**config.mk**
```make
export PLATFORM = sky130hd
export DESIGN_NAME = rx_chain_dma
export DESIGN_NICKNAME = d
export VERILOG_FILES = /design/src/rtl/rx_chain_dma.sv
export SDC_FILE = /design/constraint.sdc
export NUM_CORES = 1
export LEC_CHECK = 0
export BUFFER_PORTS_ARGS = -buffer_cell sky130_fd_sc_hd__buf_2
export CORE_MARGIN = 2
export CORE_UTILIZATION = 45
export DETAILED_ROUTE_END_ITERATION = 12
export GPL_TIMING_DRIVEN = 0
export HOLD_SLACK_MARGIN = 0.08
export PLACE_DENSITY_LB_ADDON = 0.08
export SETUP_SLACK_MARGIN = 0.2
export SYNTH_ARGS = -nofsm -noshare
export SYNTH_HDL_FRONTEND = slang
export SYNTH_SLANG_ARGS = --single-unit
```
**constraint.sdc**
```tcl
create_clock -name clk -period 11.45 [get_ports clk]
set_input_delay 0.5725 -clock clk [delete_from_list [all_inputs] [get_ports clk]]
set_output_delay 0.5725 -clock clk [all_outputs]
set_load 0.1 [all_outputs]
```
**src/rtl/rx_chain_dma.sv**
```systemverilog
module rx_chain_dma #(
  parameter int          BLK_W     = 4,
  parameter logic [31:0] CHAIN_END = 32'h1
) (
  input  logic        clk,
  input  logic        rst_n,
  input  logic        reg_we,
  input  logic [2:0]  reg_addr,
  input  logic [31:0] reg_wdata,
  output logic [31:0] reg_rdata,
  input  logic        s_valid,
  output logic        s_ready,
  input  logic [31:0] s_data,
  input  logic        s_sof,
  input  logic        s_eof,
  input  logic [1:0]  s_tail,
  output logic        mem_req,
  output logic        mem_we,
  output logic [63:0] mem_addr,
  output logic [31:0] mem_wdata,
  input  logic        mem_ack,
  input  logic [31:0] mem_rdata,
  output logic        irq
);
  localparam int LEN_W = 16;

  typedef enum logic [2:0] {
    S_IDLE, S_INFO, S_DPTR, S_FILL, S_WDATA, S_WSTAT, S_NEXT, S_PARK
  } state_t;

  state_t             st;
  logic [31:0]        head_lo, head_hi, desc, dptr, wbuf;
  logic [BLK_W-1:0]   cfg_blk, blk;
  logic               eof_only, irq_en, irq_stat;
  logic [LEN_W-1:0]   cap, fill;
  logic [2:0]         winc;
  logic               blk_sof, blk_eof, in_frame, stop_req;

  logic               cmd, do_act, do_reload, do_deact, w1c;
  logic               active_w, parked_w, wr_status;
  logic [BLK_W-1:0]   cnt_eff;
  logic [31:0]        slot_off, lo_addr;
  logic [LEN_W-1:0]   fill_nx;
  logic               blk_full, accept;

  assign cmd       = reg_we && reg_addr == 3'd2;
  assign do_act    = cmd && reg_wdata[0];
  assign do_reload = cmd && reg_wdata[1];
  assign do_deact  = cmd && reg_wdata[2];
  assign w1c       = reg_we && reg_addr == 3'd5 && reg_wdata[0];

  assign active_w  = st != S_IDLE;
  assign parked_w  = st == S_PARK;
  assign wr_status = st == S_WSTAT;
  assign cnt_eff   = (cfg_blk == '0) ? BLK_W'(1) : cfg_blk;
  assign slot_off  = 32'({blk, 3'b000});
  assign fill_nx   = fill + LEN_W'(winc);
  assign blk_full  = ({1'b0, fill_nx} + 17'd4) > {1'b0, cap};

  assign s_ready = (st == S_FILL) && !(stop_req && !in_frame);
  assign accept  = s_valid && s_ready;
  assign irq     = irq_stat && irq_en;

  assign mem_req = st inside {S_INFO, S_DPTR, S_WDATA, S_WSTAT, S_NEXT};
  assign mem_we  = st == S_WDATA || wr_status;

  always_comb begin
    case (st)
      S_INFO:  lo_addr = desc + 32'd4;
      S_DPTR:  lo_addr = desc + 32'd8 + slot_off;
      S_WDATA: lo_addr = dptr + 32'(fill);
      S_WSTAT: lo_addr = desc + 32'd12 + slot_off;
      default: lo_addr = desc;
    endcase
  end
  assign mem_addr  = {head_hi, lo_addr};
  assign mem_wdata = wr_status ? {12'h000, 1'b1, 1'b0, blk_eof, blk_sof, fill} : wbuf;

  always_comb begin
    case (reg_addr)
      3'd0:    reg_rdata = head_lo;
      3'd1:    reg_rdata = head_hi;
      3'd3:    reg_rdata = {23'd0, eof_only, 8'(cfg_blk)};
      3'd4:    reg_rdata = {31'd0, irq_en};
      3'd5:    reg_rdata = {31'd0, irq_stat};
      3'd6:    reg_rdata = {29'd0, !in_frame, parked_w, active_w};
      default: reg_rdata = 32'd0;
    endcase
  end

  always_ff @(posedge clk) begin
    if (!rst_n) begin
      st <= S_IDLE;
      head_lo <= '0; head_hi <= '0; desc <= '0; dptr <= '0; wbuf <= '0;
      cfg_blk <= '0; blk <= '0; eof_only <= 1'b0; irq_en <= 1'b0; irq_stat <= 1'b0;
      cap <= '0; fill <= '0; winc <= '0;
      blk_sof <= 1'b0; blk_eof <= 1'b0; in_frame <= 1'b0; stop_req <= 1'b0;
    end else begin
      if (reg_we) begin
        case (reg_addr)
          3'd0: head_lo <= reg_wdata;
          3'd1: head_hi <= reg_wdata;
          3'd3: begin
            cfg_blk  <= reg_wdata[BLK_W-1:0];
            eof_only <= reg_wdata[8];
          end
          3'd4: irq_en <= reg_wdata[0];
          default: ;
        endcase
      end
      if (w1c) irq_stat <= 1'b0;
      if (do_deact && active_w) stop_req <= 1'b1;

      case (st)
        S_IDLE: if (do_act) begin
          desc     <= head_lo;
          blk      <= '0;
          in_frame <= 1'b0;
          stop_req <= 1'b0;
          st       <= S_INFO;
        end
        S_INFO: if (mem_ack) begin
          cap <= mem_rdata[LEN_W-1:0];
          st  <= S_DPTR;
        end
        S_DPTR: if (mem_ack) begin
          dptr    <= mem_rdata;
          fill    <= '0;
          blk_sof <= 1'b0;
          blk_eof <= 1'b0;
          st      <= S_FILL;
        end
        S_FILL: begin
          if (stop_req && !in_frame) st <= S_IDLE;
          else if (accept) begin
            wbuf     <= s_data;
            if (fill == '0) blk_sof <= s_sof;
            blk_eof  <= s_eof;
            winc     <= (s_eof && s_tail != 2'd0) ? {1'b0, s_tail} : 3'd4;
            in_frame <= !s_eof;
            st       <= S_WDATA;
          end
        end
        S_WDATA: if (mem_ack) begin
          fill <= fill_nx;
          st   <= (blk_eof || blk_full) ? S_WSTAT : S_FILL;
        end
        S_WSTAT: if (mem_ack) begin
          if (!eof_only || blk_eof) irq_stat <= 1'b1;
          if (stop_req && !in_frame) st <= S_IDLE;
          else if (blk + BLK_W'(1) >= cnt_eff) st <= S_NEXT;
          else begin
            blk <= blk + BLK_W'(1);
            st  <= S_DPTR;
          end
        end
        S_NEXT: if (mem_ack) begin
          if (mem_rdata == CHAIN_END) st <= S_PARK;
          else begin
            desc <= mem_rdata;
            blk  <= '0;
            st   <= S_INFO;
          end
        end
        S_PARK: begin
          if (stop_req) st <= S_IDLE;
          else if (do_reload) st <= S_NEXT;
        end
        default: st <= S_IDLE;
      endcase
    end
  end
endmodule


```
Word level (Yosys, flattened, before mapping)
Cells that the tools add are included.
{"block": "word_totals", "ff_bits": 213, "in_bits": 108}
{"block": "op_classes", "n_addsub": 9, "magnitude_cmp": 2, "eq_ne": 28, "n_mux": 53, "bitwise_logic": 1, "n_reduce_logical": 45}
{"cell": "case mux 32 bit (6 select lines)", "count": 1}
{"cell": "2-to-1 mux 32 bit", "count": 4}
{"cell": "case mux 32 bit (4 select lines)", "count": 1}
{"cell": "adder 32 x 4 -> 32 bit (second input constant)", "count": 2}
{"cell": "adder 32 x 7 -> 32 bit", "count": 2}
{"cell": "case mux 32 bit (2 select lines)", "count": 1}
{"cell": "2-to-1 mux 3 bit", "count": 15}
{"cell": "adder 32 x 16 -> 32 bit", "count": 1}
{"cell": "adder 32 x 3 -> 32 bit (second input constant)", "count": 1}
{"cell": "equality test 32 x 1 -> 1 bit (second input constant)", "count": 1}
{"cell": "2-to-1 mux 16 bit", "count": 2}
{"cell": "case mux 16 bit (2 select lines)", "count": 1}
{"cell": "2-to-1 mux 4 bit", "count": 7}
{"cell": "case mux 3 bit (8 select lines)", "count": 1}
{"cell": "!= test 2 bit (second input constant)", "count": 11}
{"cell": "equality test 3 bit (second input constant)", "count": 7}
{"cell": "adder 16 x 3 -> 17 bit (second input constant)", "count": 1}
{"cell": "> comparator 17 x 16 -> 1 bit", "count": 1}
{"cell": "adder 16 x 3 -> 16 bit", "count": 1}
{"cell": "zero test 16 bit", "count": 1}
{"cell": "2-to-1 mux 1 bit", "count": 16}
{"cell": "equality test 3 x 2 -> 1 bit (second input constant)", "count": 4}
{"cell": "logical AND 1 bit", "count": 12}
{"cell": "case mux 4 bit (3 select lines)", "count": 1}
{"cell": "21 further kinds", "count": 43}

Depth between registers and ports, before layout
Gate-level depths: netlist (run 1).
{"block": "depth", "word_depth": 8, "ltp_mapped": 21, "ltp_nobuf": 21}

Worst setup path before layout (run 1)
Ideal clock, no wire load.
{"block": "synth_path", "kind": "reg2out", "start": "register fill[0]", "end": "output mem_addr[16]", "arrival_ns": 4.238, "required_ns": 10.878, "setup_slack_ns": 6.639, "stages_incl_launch_ff": 10, "n_path_buf": 0, "path_cell_list": "dfxtp_1 -> ha_1 -> fa_1 -> a211oi_2 -> o211ai_1 -> a221oi_2 -> o21ai_0 -> a21oi_1 -> xor2_1 -> o21ai_0"}
{"block": "synth_via", "elab_chain_len": 2}
{"element": "start: declaration", "line": "35", "text": "logic [LEN_W-1:0] cap, fill;"}
{"element": "start signal: assignment", "line": "145", "text": "fill <= fill_nx;"}
{"element": "adder 32 x 16 -> 32 bit", "line": "71", "text": "S_WDATA: lo_addr = dptr + 32'(fill);"}
{"element": "case mux 32 bit (4 select lines)", "line": "68", "text": "case (st)"}
{"element": "end: declaration", "line": "19", "text": "output logic [63:0] mem_addr,"}
Every way passes these cells.

Worst setup path after layout (run 1)
{"block": "layout_path", "start": "register fill[1]", "end": "register st[1]"}
{"block": "layout_via", "elab_chain_len": 7}
{"element": "adder 16 x 3 -> 16 bit", "line": "57", "text": "assign fill_nx = fill + LEN_W'(winc);"}
{"element": "adder 16 x 3 -> 17 bit", "line": "58", "text": "assign blk_full = ({1'b0, fill_nx} + 17'd4) > {1'b0, cap};"}
{"element": "> comparator 17 x 16 -> 1 bit", "line": "58"}
{"element": "logical OR 1 bit", "line": "146", "text": "st <= (blk_eof || blk_full) ? S_WSTAT : S_FILL;"}
{"element": "2-to-1 mux 3 bit", "line": "146"}
{"element": "2-to-1 mux 3 bit", "line": "144", "text": "S_WDATA: if (mem_ack) begin"}
{"element": "case mux 3 bit (8 select lines)", "line": "114", "text": "case (st)"}
{"element": "end signal: assignment", "line": "146"}
{"element": "end: declaration", "line": "31", "text": "state_t st;"}
Every way passes these cells. The select of a mux whose other input is x is not followed.
A chain may end at the register's enable or synchronous reset.

==> PnR_summary.wiki, run 1 <==
{| class="wikitable"
! Metric !! Value
|-
| Number of pins exceeding their max-slew limit in the final report || 0
|-
| Launching point of the worst reg2reg path || fill[1]
|-
| Core occupancy in the finished layout || 0.534
|-
| Critical-path maximum fanout || 7
|-
| Routed WL per cell || 21.9 um
|-
| Mean area per synthesized cell || 7.56 sq um
|-
| Total routing usage reported by global routing || 0.331
|-
| Clock sink count || 213
|-
| Leakage power summed over all cells || 7.10 nW
|-
| Final weighted congestion in routability-driven placement || 0.981
|-
| Final antenna-violating net count || 0
|-
| Die area || 33300 sq um
|-
| Overflow left after global routing || 0
|-
| Most frequent cells after synthesis || sky130_fd_sc_hd__nand2_1 (474), sky130_fd_sc_hd__dfxtp_1 (213), sky130_fd_sc_hd__a21boi_0 (157)
|-
| Clk buf depth || 3
|-
| Type of destination of the critical path || flop
|-
| Status || complete, no violations
|-
| Net Switching || 1.52 mW
|-
| Port Buf Inserts || 235
|-
| Antenna violations before repair || 6
|-
| CTS tree || done
|-
| Total count of hold-check failures in the final report || 0
|-
| RSZ-0062 raised after global routing || false
|-
| Root cell of the clock tree || sky130_fd_sc_hd__clkbuf_16
|-
| Number of endpoints failing setup at the final stage || 0
|-
| DRC violation count after routing || 0
|-
| Standard-cell rows || 65
|-
| Detailed placer's ending HPWL || 44500 um
|-
| Post-synthesis sequential area ratio || 0.298
|-
| Fraction of synthesis flops using an asynchronous set or reset pin || 0
|-
| Required @ worst endpoint || 11.95 ns
|-
| Count of boundary I/O pins || between 200 and 250
|-
| Kind of critical path || flop to flop
|-
| Portion of total power attributed to sequential cells || 0.289
|-
| Number of clock buffers inserted by TritonCTS || 25
|-
| Post-synth top area share || 0.298
|-
| Main synth FF type || sky130_fd_sc_hd__dfxtp_1
|-
| Worst R2R Setup Slack || 6.17 ns
|-
| Area overhead of the layout relative to synthesis || 17.4%
|-
| Logic gate share of total power || 0.460
|-
| Number of distinct standard cells referenced by the synthesized netlist || 98
|-
| Worst ir drop on vdd || between 0.00015 and 0.0002 V
|-
| Origin of the worst setup path || fill[1]
|-
| EDFF count, synth || 0
|-
| Power density over cell area || 186 nW/um^2
|-
| Clk slew on worst S/H paths || 0.06 ns
|-
| Relative contribution of the clock network to total power || 0.252
|-
| Post-synth top area cell || sky130_fd_sc_hd__dfxtp_1
|-
| Most numerous cell in the Yosys netlist || sky130_fd_sc_hd__nand2_1
|-
| Routed wire length || 56600 um
|-
| Final period utilization || 0.461
|-
| Detailed-route via count || 15242
|-
| Post-Syn Nets || around 2000
|-
| Internal Dissipation || approximately 1.6 mW
|-
| H-tree depth || 1
|-
| Violation count after the first detailed-route iteration || 1453
|-
| Quantity of hold-fixing buffers added after cts || 0
|-
| Final min period || roughly 5.3 ns
|-
| Share of total power consumed by net switching || 0.488
|-
| Achievable Freq || 0.189 GHz
|-
| Overall die width || 182 um
|-
| Starting utilization of the core area || 0.455
|-
| Area used by sequential logic in the layout || 4260 sq um
|-
| CP startpoint kind || flop
|-
| Multi-input gate area || 9330 sq um
|-
| Number of detailed-route iterations in the first pass || 7
|-
| Fillers || 3160
|-
| Die extent in y || 182 um
|-
| Setup_tns || 0 ns
|-
| Actual transition at the worst max-transition pin || 0.990 ns
|-
| Arrival time reported for the critical path endpoint || 5.78 ns
|-
| Number of synthesized register bits || 213
|-
| Hold Path Class || input port to flop
|-
| Number of global-route vias before repair || 14165
|-
| Cell count after synthesis || ~1900
|-
| Largest cells by area after synthesis || sky130_fd_sc_hd__dfxtp_1 (30%), sky130_fd_sc_hd__nand2_1 (12%), sky130_fd_sc_hd__a21boi_0 (8.2%)
|-
| End of the critical path || st[1]
|-
| Wire length of the first global-routing pass || 85000 um
|-
| Maximum capacitance violations || 0
|-
| Post-CTS sizing || 0
|-
| HP Start || s_data[29]
|-
| Warnings from Yosys || 0
|-
| Count of nets after finishing || 2321
|-
| Number of cells on the worst reg-to-reg path || 20
|-
| Core footprint || between 30000 and 40000 sq um
|-
| Worst clock skew || between 0.02 and 0.025 ns
|-
| Fraction of layout cells with a size suffix above 1 || 0.154
|-
| Relative slew margins || 0.335
|-
| Setup fix buffers added after clock tree synthesis || 0
|-
| Pin count of the biggest net entering global routing || 14
|-
| Skew-Pair Late Insertion Delay || 0.55 ns
|-
| Netlist area before placement || about 14000 sq um
|-
| Capturing point of the worst reg2reg path || st[1]
|-
| Number of vias per cell after detailed routing || 5.91
|}
-- metal layers --
layer	routed length, um	vias up	track usage
met5	33	-	0
met1	25700	7186	0.474
met2	23700	689	0.495
met3	5310	125	0.0688
met4	1890	6	0.110
li1	-	7236	-
-- power groups by stage --
stage / clock [mW] / sequential [mW] / combinational (mW)
2_1_floorplan: 0 / 0.891 / 1.05
3_3_place_gp: 0 / 0.909 / 1.40
3_5_place_dp: 0 / 0.911 / 1.41
4_1_cts: 0.795 / 0.895 / 1.41
5_1_grt: 0.829 / 0.906 / 1.50
6_report: 0.785 / 0.901 / 1.43
-- layout make-up --
cell class,count,area share
timing repair buffer,235,0.0699
antenna,3,0.000446
multi-input combinational,1502,0.555
inverter,40,0.00893
tap,402,0.0299
clock buffer,36,0.0426
clock inverter,8,0.00506
buffer,141,0.0350
sequential,213,0.254
-- cell families after synthesis --
group / Yosys count / share of synthesized area
AOI/OAI and AO/OA: 518 / 0.265
xor gates and xnor gates: 63 / 0.0390
adders and majority gates: 55 / 0.0501
buffers and inverters: 181 / 0.0515
DFF: 213 / 0.298
muxes: 46 / 0.0323
and+or+nand+nor: 820 / 0.265
-- cells in the final DEF, fill, tap and decap left out, types with 6 or more instances in the layout --
master	n
sky130_fd_sc_hd__or4_1	6
sky130_fd_sc_hd__o211ai_1	12
sky130_fd_sc_hd__and2_1	32
sky130_fd_sc_hd__a31oi_1	17
sky130_fd_sc_hd__nor2b_1	26
sky130_fd_sc_hd__xor2_1	27
sky130_fd_sc_hd__a211oi_1	12
sky130_fd_sc_hd__a22oi_1	9
sky130_fd_sc_hd__nor4_1	18
sky130_fd_sc_hd__nand2b_1	14
sky130_fd_sc_hd__o21ai_0	73
sky130_fd_sc_hd__a221o_1	6
sky130_fd_sc_hd__clkbuf_1	115
sky130_fd_sc_hd__nand3_1	52
sky130_fd_sc_hd__nand4_1	23
sky130_fd_sc_hd__dfxtp_1	213
sky130_fd_sc_hd__o221ai_1	9
sky130_fd_sc_hd__inv_1	40
sky130_fd_sc_hd__nand3b_1	7
sky130_fd_sc_hd__a21o_1	7
sky130_fd_sc_hd__nor2_1	74
sky130_fd_sc_hd__o211a_1	35
sky130_fd_sc_hd__nor3_1	40
sky130_fd_sc_hd__mux2i_1	44
sky130_fd_sc_hd__clkbuf_16	25
sky130_fd_sc_hd__buf_1	8
sky130_fd_sc_hd__o22ai_1	10
sky130_fd_sc_hd__o21a_1	7
sky130_fd_sc_hd__xnor2_1	35
sky130_fd_sc_hd__and3_1	11
sky130_fd_sc_hd__nand2_1	474
sky130_fd_sc_hd__a22o_1	27
sky130_fd_sc_hd__o31ai_1	6
sky130_fd_sc_hd__a21boi_0	157
sky130_fd_sc_hd__a21oi_1	69
sky130_fd_sc_hd__buf_2	252
sky130_fd_sc_hd__nor3b_1	6
sky130_fd_sc_hd__ha_1	51
-- flip-flops by register name (all words and copies together), names as in the netlist --
| name | count |
|---|---|
| head_lo | 32 |
| desc | 32 |
| cfg_blk | 4 |
| in_frame | 1 |
| wbuf | 32 |
| dptr | 32 |
| head_hi | 32 |
| eof_only | 1 |
| blk_sof | 1 |
| irq_en | 1 |
| cap | 16 |
| irq_stat | 1 |
| stop_req | 1 |
| fill | 16 |
| winc | 3 |
| blk | 4 |
| st | 3 |
| blk_eof | 1 |
-- how the worst min path moves through the flow --
stage	end	slack, ns	cells past startpoint
3_3_place_gp	wbuf[30]	0.45	2
2_1_floorplan	wbuf[19]	0.44	2
3_5_place_dp	wbuf[25]	0.46	2
4_1_cts	wbuf[29]	0.25	3
5_1_grt	wbuf[31]	0.26	3
6_report	wbuf[29]	0.27	3
-- stage by stage --
| stage | hold slack [ns] | instances | instance area (sq um) | worst slack [ns] | power [mW] |
|---|---|---|---|---|---|
| finish | 0.266 | 2580 | 16800 | 6.17 | 3.12 |
| global route | 0.261 | 2578 | 16800 | 5.86 | 3.24 |
| CTS | 0.247 | 2577 | 16800 | 6.24 | 3.10 |
| detailed placement | 0.456 | 2533 | 16000 | 6.29 | 2.32 |
| global placement | 0.445 | 2533 | 16000 | 6.32 | 2.31 |
| floorplan | 0.438 | 1896 | 14300 | 6.64 | 1.94 |
-- worst max-delay path, stage by stage (launching register included) --
cell and delay, ns:
sky130_fd_sc_hd__dfxtp_1 0.60, sky130_fd_sc_hd__ha_1 0.35, sky130_fd_sc_hd__a21o_1 0.19, sky130_fd_sc_hd__a21oi_1 0.24
sky130_fd_sc_hd__xor2_1 0.29, sky130_fd_sc_hd__inv_1 0.08, sky130_fd_sc_hd__ha_1 0.24, sky130_fd_sc_hd__nor2b_1 0.14
sky130_fd_sc_hd__a21oi_1 0.29, sky130_fd_sc_hd__or3_4 0.23, sky130_fd_sc_hd__inv_1 0.04, sky130_fd_sc_hd__o21ai_0 0.21
sky130_fd_sc_hd__xnor2_1 0.17, sky130_fd_sc_hd__ha_1 0.34, sky130_fd_sc_hd__nand3_1 0.11, sky130_fd_sc_hd__or4_1 0.55
sky130_fd_sc_hd__o32a_1 0.36, sky130_fd_sc_hd__o32ai_1 0.23, sky130_fd_sc_hd__o41ai_2 0.25, sky130_fd_sc_hd__nor2_1 0.14
sky130_fd_sc_hd__o221a_1 0.18
(Power assumes the default switching activity.)
==> inputs of run 2 (changes only) <==
==> constraint.sdc (replaced) <==
create_clock -name clk -period 5.2 [get_ports clk]
set_input_delay 0.26 -clock clk [delete_from_list [all_inputs] [get_ports clk]]
set_output_delay 0.26 -clock clk [all_outputs]
set_load 0.1 [all_outputs]
==> run 2 against run 1 <==
- final area increased by 6.8%
- clock skew increased by 0.0041 ns
- final cell count increased by 4.0%
- register-to-register slack got worse by 5.8 ns
- clock-buffer cell count unchanged
- clock power increased by 120%
- die area unchanged
- sequential power increased by 120%
- hold slack got worse by 0.17 ns
- global-route usage increased by 0.83 points
==> PnR_summary.wiki, run 2 (same netlist as run 1, synthesis figures left out) <==
{| class="wikitable"
! Metric !! Value
|-
| Status || complete, no violations (unchanged)
|-
| Total count of hold-check failures in the final report || 0 (unchanged)
|-
| Detailed placer's ending HPWL || 44500 um (unchanged)
|-
| Antenna violations before repair || 2 (was 6)
|-
| Number of global-route vias before repair || 14716 (was 14165)
|-
| Fillers || 3022 (was 3160)
|-
| Die area || 33300 sq um (unchanged)
|-
| Pin count of the biggest net entering global routing || 14 (unchanged)
|-
| Clock sink count || 213 (unchanged)
|-
| Maximum capacitance violations || 0 (unchanged)
|-
| CP startpoint kind || flop (unchanged)
|-
| Arrival time reported for the critical path endpoint || 4.67 ns (was 5.78 ns)
|-
| Worst clock skew || 0.0283 ns (was 0.0243 ns)
|-
| Number of detailed-route iterations in the first pass || 6 (was 7)
|-
| Final weighted congestion in routability-driven placement || 0.981 (unchanged)
|-
| Port Buf Inserts || 235 (unchanged)
|-
| DRC violation count after routing || 0 (unchanged)
|-
| Skew-Pair Late Insertion Delay || 0.56 ns (was 0.55 ns)
|-
| Clk slew on worst S/H paths || 0.06 ns (about the same)
|-
| Die extent in y || 182 um (unchanged)
|-
| Number of vias per cell after detailed routing || 5.89 (was 5.91)
|-
| Starting utilization of the core area || 0.455 (unchanged)
|-
| Overall die width || 182 um (unchanged)
|-
| Kind of critical path || flop to primary output (was flop to flop)
|-
| Routed wire length || 58200 um (was 56600 um)
|-
| Final min period || 4.93 ns
|-
| Hold Path Class || input port to flop (unchanged)
|-
| Design Power || 6.99 mW (was 3.12 mW)
|-
| Setup_tns || 0 ns (unchanged)
|-
| RSZ-0062 raised after global routing || true (was false)
|-
| Routed WL per cell || 21.7 um (was 21.9 um)
|-
| Critical-path maximum fanout || 8 (was 7)
|-
| Count of nets after finishing || 2425 (was 2321)
|-
| Core footprint || 31500 sq um (unchanged)
|-
| Total routing usage reported by global routing || 0.340 (was 0.331)
|-
| Overflow left after global routing || 0 (unchanged)
|-
| Fraction of layout cells with a size suffix above 1 || 0.155 (was 0.154)
|-
| Wire length of the first global-routing pass || 87500 um (was 85000 um)
|-
| Achievable Freq || 0.203 GHz
|-
| Clk buf depth || 3 (unchanged)
|-
| Actual transition at the worst max-transition pin || 0.989 ns (was 0.990 ns)
|-
| Number of pins exceeding their max-slew limit in the final report || 0 (unchanged)
|-
| Most frequent cells in the layout || sky130_fd_sc_hd__nand2_1 (474), sky130_fd_sc_hd__buf_2 (252), sky130_fd_sc_hd__dfxtp_1 (210) (was sky130_fd_sc_hd__nand2_1 (474), sky130_fd_sc_hd__buf_2 (252), sky130_fd_sc_hd__dfxtp_1 (213))
|-
| CTS tree || done (unchanged)
|-
| Final period utilization || 0.949
|-
| Standard-cell rows || 65 (unchanged)
|-
| Final Non-Filler Cells || 2682 (was 2580)
|-
| Most common library cell in the layout ignoring fill and taps || sky130_fd_sc_hd__nand2_1 (unchanged)
|-
| H-tree depth || 1 (unchanged)
|-
| Number of endpoints failing setup at the final stage || 0 (unchanged)
|-
| Root cell of the clock tree || sky130_fd_sc_hd__clkbuf_16 (unchanged)
|-
| Worst ir drop on vdd || 0.000344 V (was 0.000156 V)
|-
| Library cell contributing the largest single delay on the critical path || sky130_fd_sc_hd__buf_2 (was sky130_fd_sc_hd__dfxtp_1)
|-
| Number of cells on the worst reg-to-reg path || 20 (unchanged)
|-
| Worst-path cell chain || clkbuf_1 -> inv_1 -> ha_1 -> inv_1 -> ha_1 -> fa_1 -> a21oi_1 -> o21ai_0 -> nand2_1 -> o211a_2 -> nor4b_1 -> mux2_2 -> o21ai_1 -> buf_2 (was ha_1 -> a21o_1 -> a21oi_1 -> xor2_1 -> inv_1 -> ha_1 -> nor2b_1 -> a21oi_1 -> or3_4 -> inv_1 -> o21ai_0 -> xnor2_1 -> ha_1 -> nand3_1 -> or4_1 -> o32a_1 -> o32ai_1 -> o41ai_2 -> nor2_1 -> o221a_1)
|-
| Count of boundary I/O pins || 240 (unchanged)
|-
| Violation count after the first detailed-route iteration || 1555 (was 1453)
|-
| Placed Cells || 2533 (unchanged)
|-
| Relative slew margins || 0.336 (was 0.335)
|-
| Final hold slack || 0.0953 ns (was 0.266 ns)
|-
| Placed Area || 16000 sq um (unchanged)
|-
| Leakage power summed over all cells || 7.53 nW (was 7.10 nW)
|-
| Required @ worst endpoint || 4.94 ns (was 11.95 ns)
|-
| Buf/Inv on CP || 4 (was 2)
|-
| Area overhead of the layout relative to synthesis || 25.4% (was 17.4%)
|-
| Number of clock buffers inserted by TritonCTS || 25 (unchanged)
|-
| Power density over cell area || 389 nW/um^2 (was 186 nW/um^2)
|-
| Cells on Worst Hold Path || 2 (was 3)
|-
| Number of cells on the critical path || 14 (was 20)
|-
| Final cell area excluding filler cells || 18000 sq um (was 16800 sq um)
|-
| Type of destination of the critical path || primary output (was flop)
|-
| Gate family responsible for the most delay along the worst path || compound AO/OA/AOI/OAI gates (unchanged)
|-
| Detailed-route via count || 15796 (was 15242)
|-
| Final antenna-violating net count || 0 (unchanged)
|-
| Highest cell delay on the worst timing path || 0.46 ns (was 0.60 ns)
|}
[run 2: final timing paths]
path                            slack [ns]      endpoint  startpoint
worst max register to register        0.37         st[1]     fill[1]
worst max-delay path                  0.27  mem_addr[31]     desc[3]
worst min-delay path                   0.1       wbuf[2]       rst_n
worst min register to register        0.46      wbuf[18]    wbuf[18]
[run 2: per-layer routing]
metal,vias up,global-route usage,routed length (um)
met2,779,0.516,24900
met5,-,0,0
met3,115,0.0637,5540
li1,7447,-,-
met4,0,0.108,1780
met1,7455,0.485,26000
[run 2: stage by stage]
step	util	setup WS (ns)
floorplan	-	0.702
CTS	0.567	0.223
global placement	0.509	0.0702
global route	0.571	0.128
finish	0.571	0.265
detailed placement	0.509	0.0437
[run 2: final cells by class]
| cell class | count | area, sq um | share of cell area |
|---|---|---|---|
| clock buffer | 36 | 717 | 0.0399 |
| multi-input combinational | 1502 | 9430 | 0.525 |
| sequential | 213 | 4270 | 0.238 |
| tap | 402 | 503 | 0.0280 |
| clock inverter | 8 | 85.1 | 0.00474 |
| antenna | 1 | 2.50 | 0.000139 |
| buffer | 141 | 588 | 0.0327 |
| inverter | 40 | 150 | 0.00836 |
| timing repair buffer | 339 | 2210 | 0.123 |
[run 2: timing repair]
action | in CTS | in global routing
pin swaps | 1 | 2
gates cloned | 0 | 0
gates resized for setup | 4 | 19
hold buffers | 102 | 0
setup buffers | 1 | 1
endpoints found under the hold margin | 151 | 0
setup endpoints to repair | 2 | 6
[run 2: power by group]
group | internal [mW] | switching, mW
combinational | 0.796 | 2.47
sequential | 1.79 | 0.198
clock | 1.01 | 0.727
total | 3.59 | 3.39
